File: src/rtl/dig_pkg.sv
package dig_pkg;
  localparam int ADDR_W    = 14;
  localparam int DATA_W    = 8;
  localparam int NCH       = 2;
  localparam int ID_BITS   = 4;
  localparam int TF_STEP   = 6;
  localparam int TF_REGS   = 8;
  localparam int TF_IDX_W  = $clog2(TF_REGS);
  localparam int CH_STRIDE = 'h1000;
  localparam int SEL_DMA_BIT = 0;
  localparam int SEL_WIN_BIT = 5;

  typedef logic [ADDR_W-1:0] addr_t;

  localparam addr_t SEL_ADDR = addr_t'(0);

  function automatic addr_t mask_addr(int ch);
    return addr_t'(32'h2200 + ch * CH_STRIDE);
  endfunction

  function automatic addr_t stat_addr(int ch);
    return addr_t'(32'h2290 + ch * CH_STRIDE);
  endfunction

  function automatic addr_t data_base(int ch);
    return addr_t'(32'h2000 + ch * CH_STRIDE);
  endfunction

  function automatic addr_t ctl_addr(int ch);
    return addr_t'(32'h2380 + ch * CH_STRIDE);
  endfunction

  function automatic addr_t id_addr(int bitno);
    return addr_t'(32'h2280 + bitno * 4);
  endfunction

  function automatic logic tf_in_window(addr_t a, int ch);
    addr_t span;
    addr_t align;
    span  = addr_t'((TF_REGS << TF_STEP) - 1);
    align = addr_t'((1 << TF_STEP) - 1);
    return ((a & ~span) == data_base(ch)) && ((a & align) == '0);
  endfunction

  function automatic logic [TF_IDX_W-1:0] tf_index(addr_t a);
    return a[TF_STEP +: TF_IDX_W];
  endfunction
endpackage

File: src/rtl/dig_addr_dec.sv
module dig_addr_dec
  import dig_pkg::*;
(
  input  addr_t                addr,
  input  logic                 win_en,
  output logic [NCH-1:0]       mask_hit,
  output logic [NCH-1:0]       stat_hit,
  output logic [ID_BITS-1:0]   id_hit,
  output logic                 sel_hit,
  output logic [NCH-1:0]       tf_sel,
  output logic [TF_IDX_W-1:0]  tf_idx,
  output logic [NCH-1:0]       ctl_sel
);
  assign sel_hit = (addr == SEL_ADDR);

  for (genvar ch = 0; ch < NCH; ch++) begin : g_ch
    assign mask_hit[ch] = (addr == mask_addr(ch));
    assign stat_hit[ch] = (addr == stat_addr(ch));
    assign tf_sel[ch]   = win_en && tf_in_window(addr, ch);
    assign ctl_sel[ch]  = win_en && (addr == ctl_addr(ch));
  end

  for (genvar b = 0; b < ID_BITS; b++) begin : g_id
    assign id_hit[b] = (addr == id_addr(b));
  end

  assign tf_idx = (|tf_sel) ? tf_index(addr) : '0;
endmodule

File: src/rtl/dig_chan_irq.sv
module dig_chan_irq (
  input  logic clk,
  input  logic rst_n,
  input  logic set_en,
  input  logic clr_en,
  input  logic line,
  output logic en,
  output logic req
);
  always_ff @(posedge clk or negedge rst_n) begin
    if (!rst_n)      en <= 1'b0;
    else if (set_en) en <= 1'b1;
    else if (clr_en) en <= 1'b0;
  end

  assign req = line && en;
endmodule

File: src/rtl/dig_sel_reg.sv
module dig_sel_reg (
  input  logic clk,
  input  logic rst_n,
  input  logic we,
  input  logic dma_bit,
  input  logic win_bit,
  output logic dma_ch2,
  output logic win_en
);
  always_ff @(posedge clk or negedge rst_n) begin
    if (!rst_n) begin
      dma_ch2 <= 1'b0;
      win_en  <= 1'b0;
    end else if (we) begin
      dma_ch2 <= dma_bit;
      win_en  <= win_bit;
    end
  end
endmodule

File: src/rtl/dual_ide_irq_glue.sv
module dual_ide_irq_glue
  import dig_pkg::*;
#(
  parameter logic [ID_BITS-1:0] BOARD_ID = 4'd3
) (
  input  logic                 clk,
  input  logic                 rst_n,
  input  logic [ADDR_W-1:0]    bus_addr,
  input  logic [DATA_W-1:0]    bus_wdata,
  input  logic                 bus_wr,
  input  logic                 bus_rd,
  output logic [DATA_W-1:0]    bus_rdata,
  input  logic [NCH-1:0]       drv_irq,
  output logic                 card_irq,
  output logic                 dma_ch2,
  output logic                 ext_win_en,
  output logic [NCH-1:0]       tf_sel,
  output logic [TF_IDX_W-1:0]  tf_reg,
  output logic [NCH-1:0]       ctl_sel
);
  logic [NCH-1:0]     mask_hit;
  logic [NCH-1:0]     stat_hit;
  logic [ID_BITS-1:0] id_hit;
  logic               sel_hit;
  logic [NCH-1:0]     chan_en;
  logic [NCH-1:0]     chan_req;
  logic [DATA_W-1:0]  rd_mux;
  logic               unused_wdata;

  assign unused_wdata = ^bus_wdata;

  dig_addr_dec u_dec (
    .addr     (bus_addr),
    .win_en   (ext_win_en),
    .mask_hit (mask_hit),
    .stat_hit (stat_hit),
    .id_hit   (id_hit),
    .sel_hit  (sel_hit),
    .tf_sel   (tf_sel),
    .tf_idx   (tf_reg),
    .ctl_sel  (ctl_sel)
  );

  for (genvar ch = 0; ch < NCH; ch++) begin : g_irq
    dig_chan_irq u_irq (
      .clk    (clk),
      .rst_n  (rst_n),
      .set_en (bus_wr && mask_hit[ch]),
      .clr_en (bus_rd && mask_hit[ch]),
      .line   (drv_irq[ch]),
      .en     (chan_en[ch]),
      .req    (chan_req[ch])
    );
  end

  dig_sel_reg u_sel (
    .clk     (clk),
    .rst_n   (rst_n),
    .we      (bus_wr && sel_hit),
    .dma_bit (bus_wdata[SEL_DMA_BIT]),
    .win_bit (bus_wdata[SEL_WIN_BIT]),
    .dma_ch2 (dma_ch2),
    .win_en  (ext_win_en)
  );

  always_ff @(posedge clk or negedge rst_n) begin
    if (!rst_n) card_irq <= 1'b0;
    else        card_irq <= |chan_req;
  end

  always_comb begin
    rd_mux = '0;
    for (int ch = 0; ch < NCH; ch++)
      if (stat_hit[ch]) rd_mux[0] = drv_irq[ch];
    for (int b = 0; b < ID_BITS; b++)
      if (id_hit[b]) rd_mux[0] = BOARD_ID[b];
  end

  assign bus_rdata = bus_rd ? rd_mux : '0;
endmodule

File: config.mk
export PLATFORM = sky130hd
export DESIGN_NAME = dual_ide_irq_glue
export DESIGN_NICKNAME = d
export VERILOG_FILES = /design/src/rtl/dig_pkg.sv /design/src/rtl/dig_addr_dec.sv /design/src/rtl/dig_chan_irq.sv /design/src/rtl/dig_sel_reg.sv /design/src/rtl/dual_ide_irq_glue.sv
export SDC_FILE = /design/constraint.sdc
export NUM_CORES = 1
export LEC_CHECK = 0
export BUFFER_PORTS_ARGS = -buffer_cell sky130_fd_sc_hd__buf_2
export CAP_MARGIN = 40
export CORE_AREA = 2 2 39 41
export DETAILED_ROUTE_END_ITERATION = 16
export DIE_AREA = 0 0 41 43
export PLACE_DENSITY = 0.77
export RECOVER_POWER = 100
export SYNTH_ARGS = -nofsm -noshare
export SYNTH_HDL_FRONTEND = slang
export SYNTH_SLANG_ARGS = --single-unit
File: constraint.sdc
create_clock -name clk -period 2.5 [get_ports clk]
set_clock_uncertainty 0.2 [all_clocks]
set_input_delay 0 -clock clk [delete_from_list [all_inputs] [get_ports clk]]
set_output_delay 0 -clock clk [all_outputs]
set_load 0.01 [all_outputs]
==> results of run 1 <==
placed cells by master (no fill, tap or decap):
cell type / n
buf_2: 20
mux2_1: 2
conb_1: 7
a21oi_1: 1
or2_2: 1
nand2_2: 1
or4_1: 1
clkbuf_1: 13
o41ai_1: 2
nand2b_2: 1
dlygate4sd3_1: 11
or4_4: 1
a22o_1: 1
o21ai_1: 1
nor4_4: 1
clkbuf_4: 3
or3b_1: 1
nand3_1: 2
nor2_1: 8
nor4_1: 4
and3_1: 2
o21bai_1: 1
nor4_2: 1
dfrtp_1: 5
nand2b_1: 2
nand2_1: 3
inv_1: 1
o21ai_0: 1
where the power goes:
group          internal, mW  switching, mW  total [mW]
sequential           0.0814      0.0000873      0.0815
clock                0.0601         0.0286      0.0886
combinational        0.0257         0.0265      0.0522
total                 0.167         0.0551       0.222
critical path: cells and delay by family:
kind	cells	cell delay (ns)
AO/OA/AOI/OAI	2	0.43
buffers and inverters	4	1.79
AND/OR/NAND/NOR	1	0.07
worst max path at each step:
stage,start,endpoint,slack (ns),cells past startpoint
after floorplan,bus_addr[2],u_sel.dma_ch2,1.09,4
after global placement,bus_addr[2],u_sel.dma_ch2,0.86,5
after detailed placement,bus_addr[2],u_sel.dma_ch2,0.83,5
after CTS,bus_addr[12],g_irq[0].u_irq.en,0.07,7
after global routing,bus_addr[12],g_irq[1].u_irq.en,0.02,7
final,bus_addr[12],g_irq[1].u_irq.en,0.11,7
area by class of cell:
cell class / count / area (um2) / share of cell area
sequential: 5 / 125 / 0.176
inverter: 1 / 3.75 / 0.00527
timing repair buffer: 43 / 255 / 0.359
tap: 16 / 20.0 / 0.0281
multi-input combinational: 45 / 282 / 0.395
clock buffer: 4 / 26.3 / 0.0369
sequential cells by signal, summed over array words and instances, names as in the netlist:
name            flops
u_sel.win_en        1
g_irq.u_irq.en      2
card_irq            1
u_sel.dma_ch2       1
logic make-up (layout without fill, tap and decap cells):
logic type / count (synthesis) / after routing / synth area share
DFF: 5 / 5 / 0.282
AOI/OAI and AO/OA: 7 / 7 / 0.110
and+or+nand+nor: 29 / 29 / 0.423
other: 1 / 7 / 0.00844
muxes: 2 / 2 / 0.0507
buffers and inverters: 8 / 48 / 0.127
layer usage:
metal / wire length (um) / track usage / part of all wire / vias to the layer above
met5: 0 / 0 / 0 / -
met4: 0 / 0.0200 / 0 / 0
met3: 138 / 0.0366 / 0.12 / 0
met2: 564 / 0.234 / 0.48 / 31
met1: 463 / 0.149 / 0.40 / 230
li1: - / - / - / 270
timing repair:
| item | in CTS | in global routing |
|---|---|---|
| resized for setup | 0 | 2 |
| hold buffers | 12 | 0 |
| setup endpoints to repair | 0 | 1 |
| hold endpoints to repair | 10 | 0 |
stage by stage:
| step | hold WS, ns | worst slack, ns | area [um2] | instances |
|---|---|---|---|---|
| after detailed placement | -0.381 | 0.826 | 594 | 99 |
| after global placement | -0.386 | 0.856 | 594 | 99 |
| after floorplan | -0.496 | 1.09 | 467 | 58 |
| after global routing | 0.0855 | 0.0225 | 712 | 114 |
| final | 0.0579 | 0.105 | 712 | 114 |
| after CTS | 0.0555 | 0.0718 | 741 | 115 |
==> results.cfg, run 1 <==
[outcome]
status = finished clean

[global_routing]
grt_pass1_wl_um = 1660
overflow = 0
grt_usage = 0.132
grt_pass1_vias = 467
antenna_found_initial = 0
grt_start_max_net_pins = 8

[placement]
dp_hpwl_um = 915
io_buffers = 32
place_congestion = 0.785

[yosys]
synth_edf_count = 0
async_reset_ff_frac = 1.00
avgSynthCellArea_um2 = 8.54
ys_warn_count = 0
ys_ff_latch = 5
netlist_instances = 52
ys_top_cells_by_area = dfrtp_1 (28%), buf_4 (12%), nor2_1 (6.8%), nor4_2 (5.6%), mux2_1 (5.1%)
yosys.area.top_type_share = 0.282
syn-cell-area_um2 = 444
synth_seq_area_share = 0.282
synth.distinct_cells = 23
yosys_most_used_dff = dfrtp_1
synthTopCellsByCount = nor2_1 (8), buf_4 (7), dfrtp_1 (5)
synth_area_leader_cell = dfrtp_1
synth_most_common_cell = nor2_1

[worst_setup_path]
cp.arrival_ns = 2.31
cp_cell_sequence = dlygate4sd3_1 -> buf_2 -> nand2_1 -> dlygate4sd3_1 -> o41ai_1 -> o21ai_0 -> dlygate4sd3_1
startpoint_type = primary input
slowest_stage = dlygate4sd3_1
rrSetupSlack_ns = 1.04
worstSetupPathType = primary input to flop
r2r_cells = 2
crit_path_frequent_cell = dlygate4sd3_1
r2r-start = g_irq[0].u_irq.en
required_ns = 2.41
end_kind = flop
r2r-end = card_irq
cpPeakStageDelay_ns = 0.58
crit_fanout = 6

[cells_and_area]
area_growth_pct = 60.3
nFillCells = 146
drive_gt1_frac = 0.296
diodes = 0
post-route-util = 0.514
final_nets = 127

[sta]
finalMaxSlewViolations = 0
max_slew_margin = 0.639
setup_viol = 0
min_period_over_period = 0.958
worst_pin_slew_ns = 0.536
max_freq_mhz = 418
hold_viol = 0
fin_tns_setup_ns = 0
rsz0062_at_grt = false
period_minus_slack_ns = 2.39

[pwr]
cellLeakagePower_nw = 0.332
powerDensity_nw_per_um2 = 312
ir_drop_v = 0.000227
power_mw = 0.222

[detailed_routing]
drcViolationCount = 0
first_iter_violations = 4
drt-vias-per-instance = 4.66
wl_per_cell_um = 10.2
ant_nets = 0
drt_pre_antenna_iters = 4
wirelength_um = 1170
num_vias = 531

[floorplanning]
die_w_um = 41
coreArea_um2 = 1380
start_util = 0.321
die_h_um = 43
fp-row-count = 14
pin_count = 46
die-area_um2 = 1760

[clock_network]
cts_buffer_depth = 2
cts_buffers = 3
clkTransAtPathRegs_ns = 0.04
cts_tree = done
cts.sinks = 5
clk_latency_ns = 0.23
cts_root_buffer = clkbuf_4
htree_num_levels = 1
post_cts_buffers = 0

[min_path]
min_path_type = primary input to flop
hp-start = bus_wr
hold_depth = 4
hold_end = u_sel.dma_ch2

[job]
maxCapViolCount = 0
Power figures use the tool's default switching activity.
==> run 2, diff against run 1 <==
--- a/config.mk
+++ b/config.mk
@@ -5,12 +5,12 @@
 export SDC_FILE = /design/constraint.sdc
 export NUM_CORES = 1
 export LEC_CHECK = 0
+export ABC_AREA = 1
 export BUFFER_PORTS_ARGS = -buffer_cell sky130_fd_sc_hd__buf_2
 export CAP_MARGIN = 40
-export CORE_AREA = 2 2 39 41
+export CORE_UTILIZATION = 39
 export DETAILED_ROUTE_END_ITERATION = 16
-export DIE_AREA = 0 0 41 43
-export PLACE_DENSITY = 0.77
+export PLACE_DENSITY = 0.82
 export RECOVER_POWER = 100
 export SYNTH_ARGS = -nofsm -noshare
 export SYNTH_HDL_FRONTEND = slang
==> run 2 against run 1 <==
  * Die area down 15%
  * Critical path type unchanged
  * Cell count rose by 26%
  * Largest power group unchanged
  * Critical path depth shrank 1
  * Highest routed layer is now met4
  * Clock-buffer cell count did not move
  * Core utilization rose by 17 points
==> results.cfg, run 2 <==
[global_routing]
grt_pass1_wl_um = 2080
grt_start_max_net_pins = 6
met3_usage = 0.0520
grt_pass1_vias = 529
antenna_found_initial = 0
met1_usage = 0.223
top_usage_layer = met2
met2_usage = 0.400
grt_usage = 0.213
overflow = 0

[yosys]
synth_seq_area_share = 0.238
synthTopCellsByCount = nand2_1 (14), nor2_1 (14), inv_1 (9), nand3_1 (9), buf_4 (7)
ys_warn_count = 0
ys_top_cells_by_area = dfrtp_1 (24%), buf_4 (10%), nand2_1 (10%), nor2_1 (10%), nand3_1 (8.6%)
yosys_most_used_dff = dfrtp_1
async_reset_ff_frac = 1.00
netlist_instances = 82
synth.distinct_cells = 19
synth_edf_count = 0
syn-cell-area_um2 = 527
synthMuxAreaShare = 0
synth_top_family_by_area = simple AND/OR/NAND/NOR gates
ys_ff_latch = 5
synth_area_leader_cell = dfrtp_1
yosys.area.top_type_share = 0.238
avgSynthCellArea_um2 = 6.42
yosys.area_share.simple = 0.515
synth_fa_ha_area_frac = 0
synthXorXnorAreaFrac = 0
synth_compound_area_frac = 0.0618

[placement]
place_congestion = 0.783
io_buffers = 32
dp_hpwl_um = 1020

[floorplanning]
start_util = 0.444
die-area_um2 = 1500
coreArea_um2 = 1190
die_h_um = 38.8
die_w_um = 38.8
pin_count = 46
fp-row-count = 12

[worst_setup_path]
startpoint_type = primary input
crit_fanout = 3
cp.arrival_ns = 1.90
end_kind = flop
worstSetupPathType = primary input to flop
required_ns = 2.43

[cells_and_area]
largest_register_ffs = 2
multiInputGateArea_um2 = 322
post-route-util = 0.682
final_common_cell = buf_2
area_growth_pct = 53.7
layout_common_cells = buf_2 (22), nor2_1 (16), nand2_1 (14)
diodes = 0
drive_gt1_frac = 0.269
largest-register = g_irq.u_irq.en
regArea_um2 = 125
final_nets = 159
nFillCells = 112

[detailed_routing]
first_iter_violations = 15
drt_pre_antenna_iters = 4
ant_nets = 0
num_vias = 672
wl_per_cell_um = 9.97
drt-vias-per-instance = 4.67
wirelength_um = 1440
drcViolationCount = 0

[sta]
period_minus_slack_ns = 1.97
setup_viol = 0
rsz0062_at_grt = false
fin_tns_setup_ns = 0
finalMaxSlewViolations = 0
max_freq_mhz = 508
hold_viol = 0
min_period_over_period = 0.788

[pwr]
pwr-share-seq = 0.339
power_frac_comb = 0.243
powerDensity_nw_per_um2 = 296
clockPowerShare = 0.417
intPower_mw = 0.168
ir_drop_v = 0.000343
p_sw_frac = 0.300
p_switching_mw = 0.0719
cellLeakagePower_nw = 0.389

[clock_network]
clk_latency_ns = 0.25
post_cts_buffers = 0
cts_tree = done
cts_resized = 0
cts_buffer_depth = 2
htree_num_levels = 1
cts_root_buffer = clkbuf_4
clkTransAtPathRegs_ns = 0.05
cts.sinks = 5
cts_buffers = 3

[job]
maxCapViolCount = 0

[min_path]
min_path_type = primary input to flop

[outcome]
status = finished clean
[run 2: cell types whose count changed in the layout (fill, tap and decap cells not counted), sizes merged, moves of 3 or more]
cell,change
nor2,+14
nand2,+11
inv,+10
nand3,+8
nor4,-6
nand2b,-3
nor3,+3
[run 2: cell type report]
class / instances / share of cell area
sequential: 5 / 0.155
tap: 14 / 0.0216
timing repair buffer: 45 / 0.343
clock buffer: 4 / 0.0325
multi-input combinational: 65 / 0.397
inverter: 11 / 0.0510
[run 2: cells by family after synthesis]
kind of cell           after synthesis
other                                1
buffers and inverters               18
and+or+nand+nor                     53
AOI/OAI and AO/OA                    5
DFF                                  5
[run 2: worst paths after layout]
path | startpoint | slack (ns) | cells after the start | end
worst min-delay path | bus_addr[7] | 0.02 | 7 | u_sel.win_en
worst max-delay path | bus_wr | 0.53 | 6 | g_irq[1].u_irq.en
worst max register to register | g_irq[0].u_irq.en | 1.03 | 2 | card_irq
worst min register to register | u_sel.win_en | 0.31 | 2 | u_sel.win_en
min in group asynchronous | rst_n | 0.49 | 3 | card_irq
max in group asynchronous | rst_n | 1.41 | 3 | g_irq[0].u_irq.en
[run 2: power groups by stage]
stage | Combinational (mW) | Clock [mW] | Sequential (mW)
floorplan | 0.0297 | 0 | 0.0827
global placement | 0.0484 | 0 | 0.0826
detailed placement | 0.0498 | 0 | 0.0826
CTS | 0.0585 | 0.0958 | 0.0814
global route | 0.0643 | 0.107 | 0.0813
finish | 0.0584 | 0.100 | 0.0814
[run 2: repair_timing]
action | in CTS | in global routing
hold buffers | 13 | 0
hold endpoints to repair | 10 | 0
setup endpoints to repair | 0 | 0
[run 2: worst max-delay path, stage by stage]
cell	delay, ns
dlygate4sd3_1	0.53
clkbuf_1	0.13
nand3_1	0.09
dlygate4sd3_1	0.55
nand2_1	0.05
dlygate4sd3_1	0.55
[run 2: metal layers]
metal,wire length (um),vias to the layer above
met5,0,-
met4,19,0
met3,101,2
met2,736,36
met1,578,292
li1,-,342
[run 2: through the flow]
step                      worst slack, ns  cell area (um2)  hold slack [ns]  power [mW]  std cells
after floorplan                      1.33              549           -0.496       0.112         88
after global placement               1.37              674           -0.386       0.131        127
after detailed placement             1.34              674           -0.382       0.132        127
after CTS                           0.568              831           0.0189       0.236        144
after global routing                0.501              810           0.0477       0.252        144
final                               0.531              810           0.0164       0.240        144
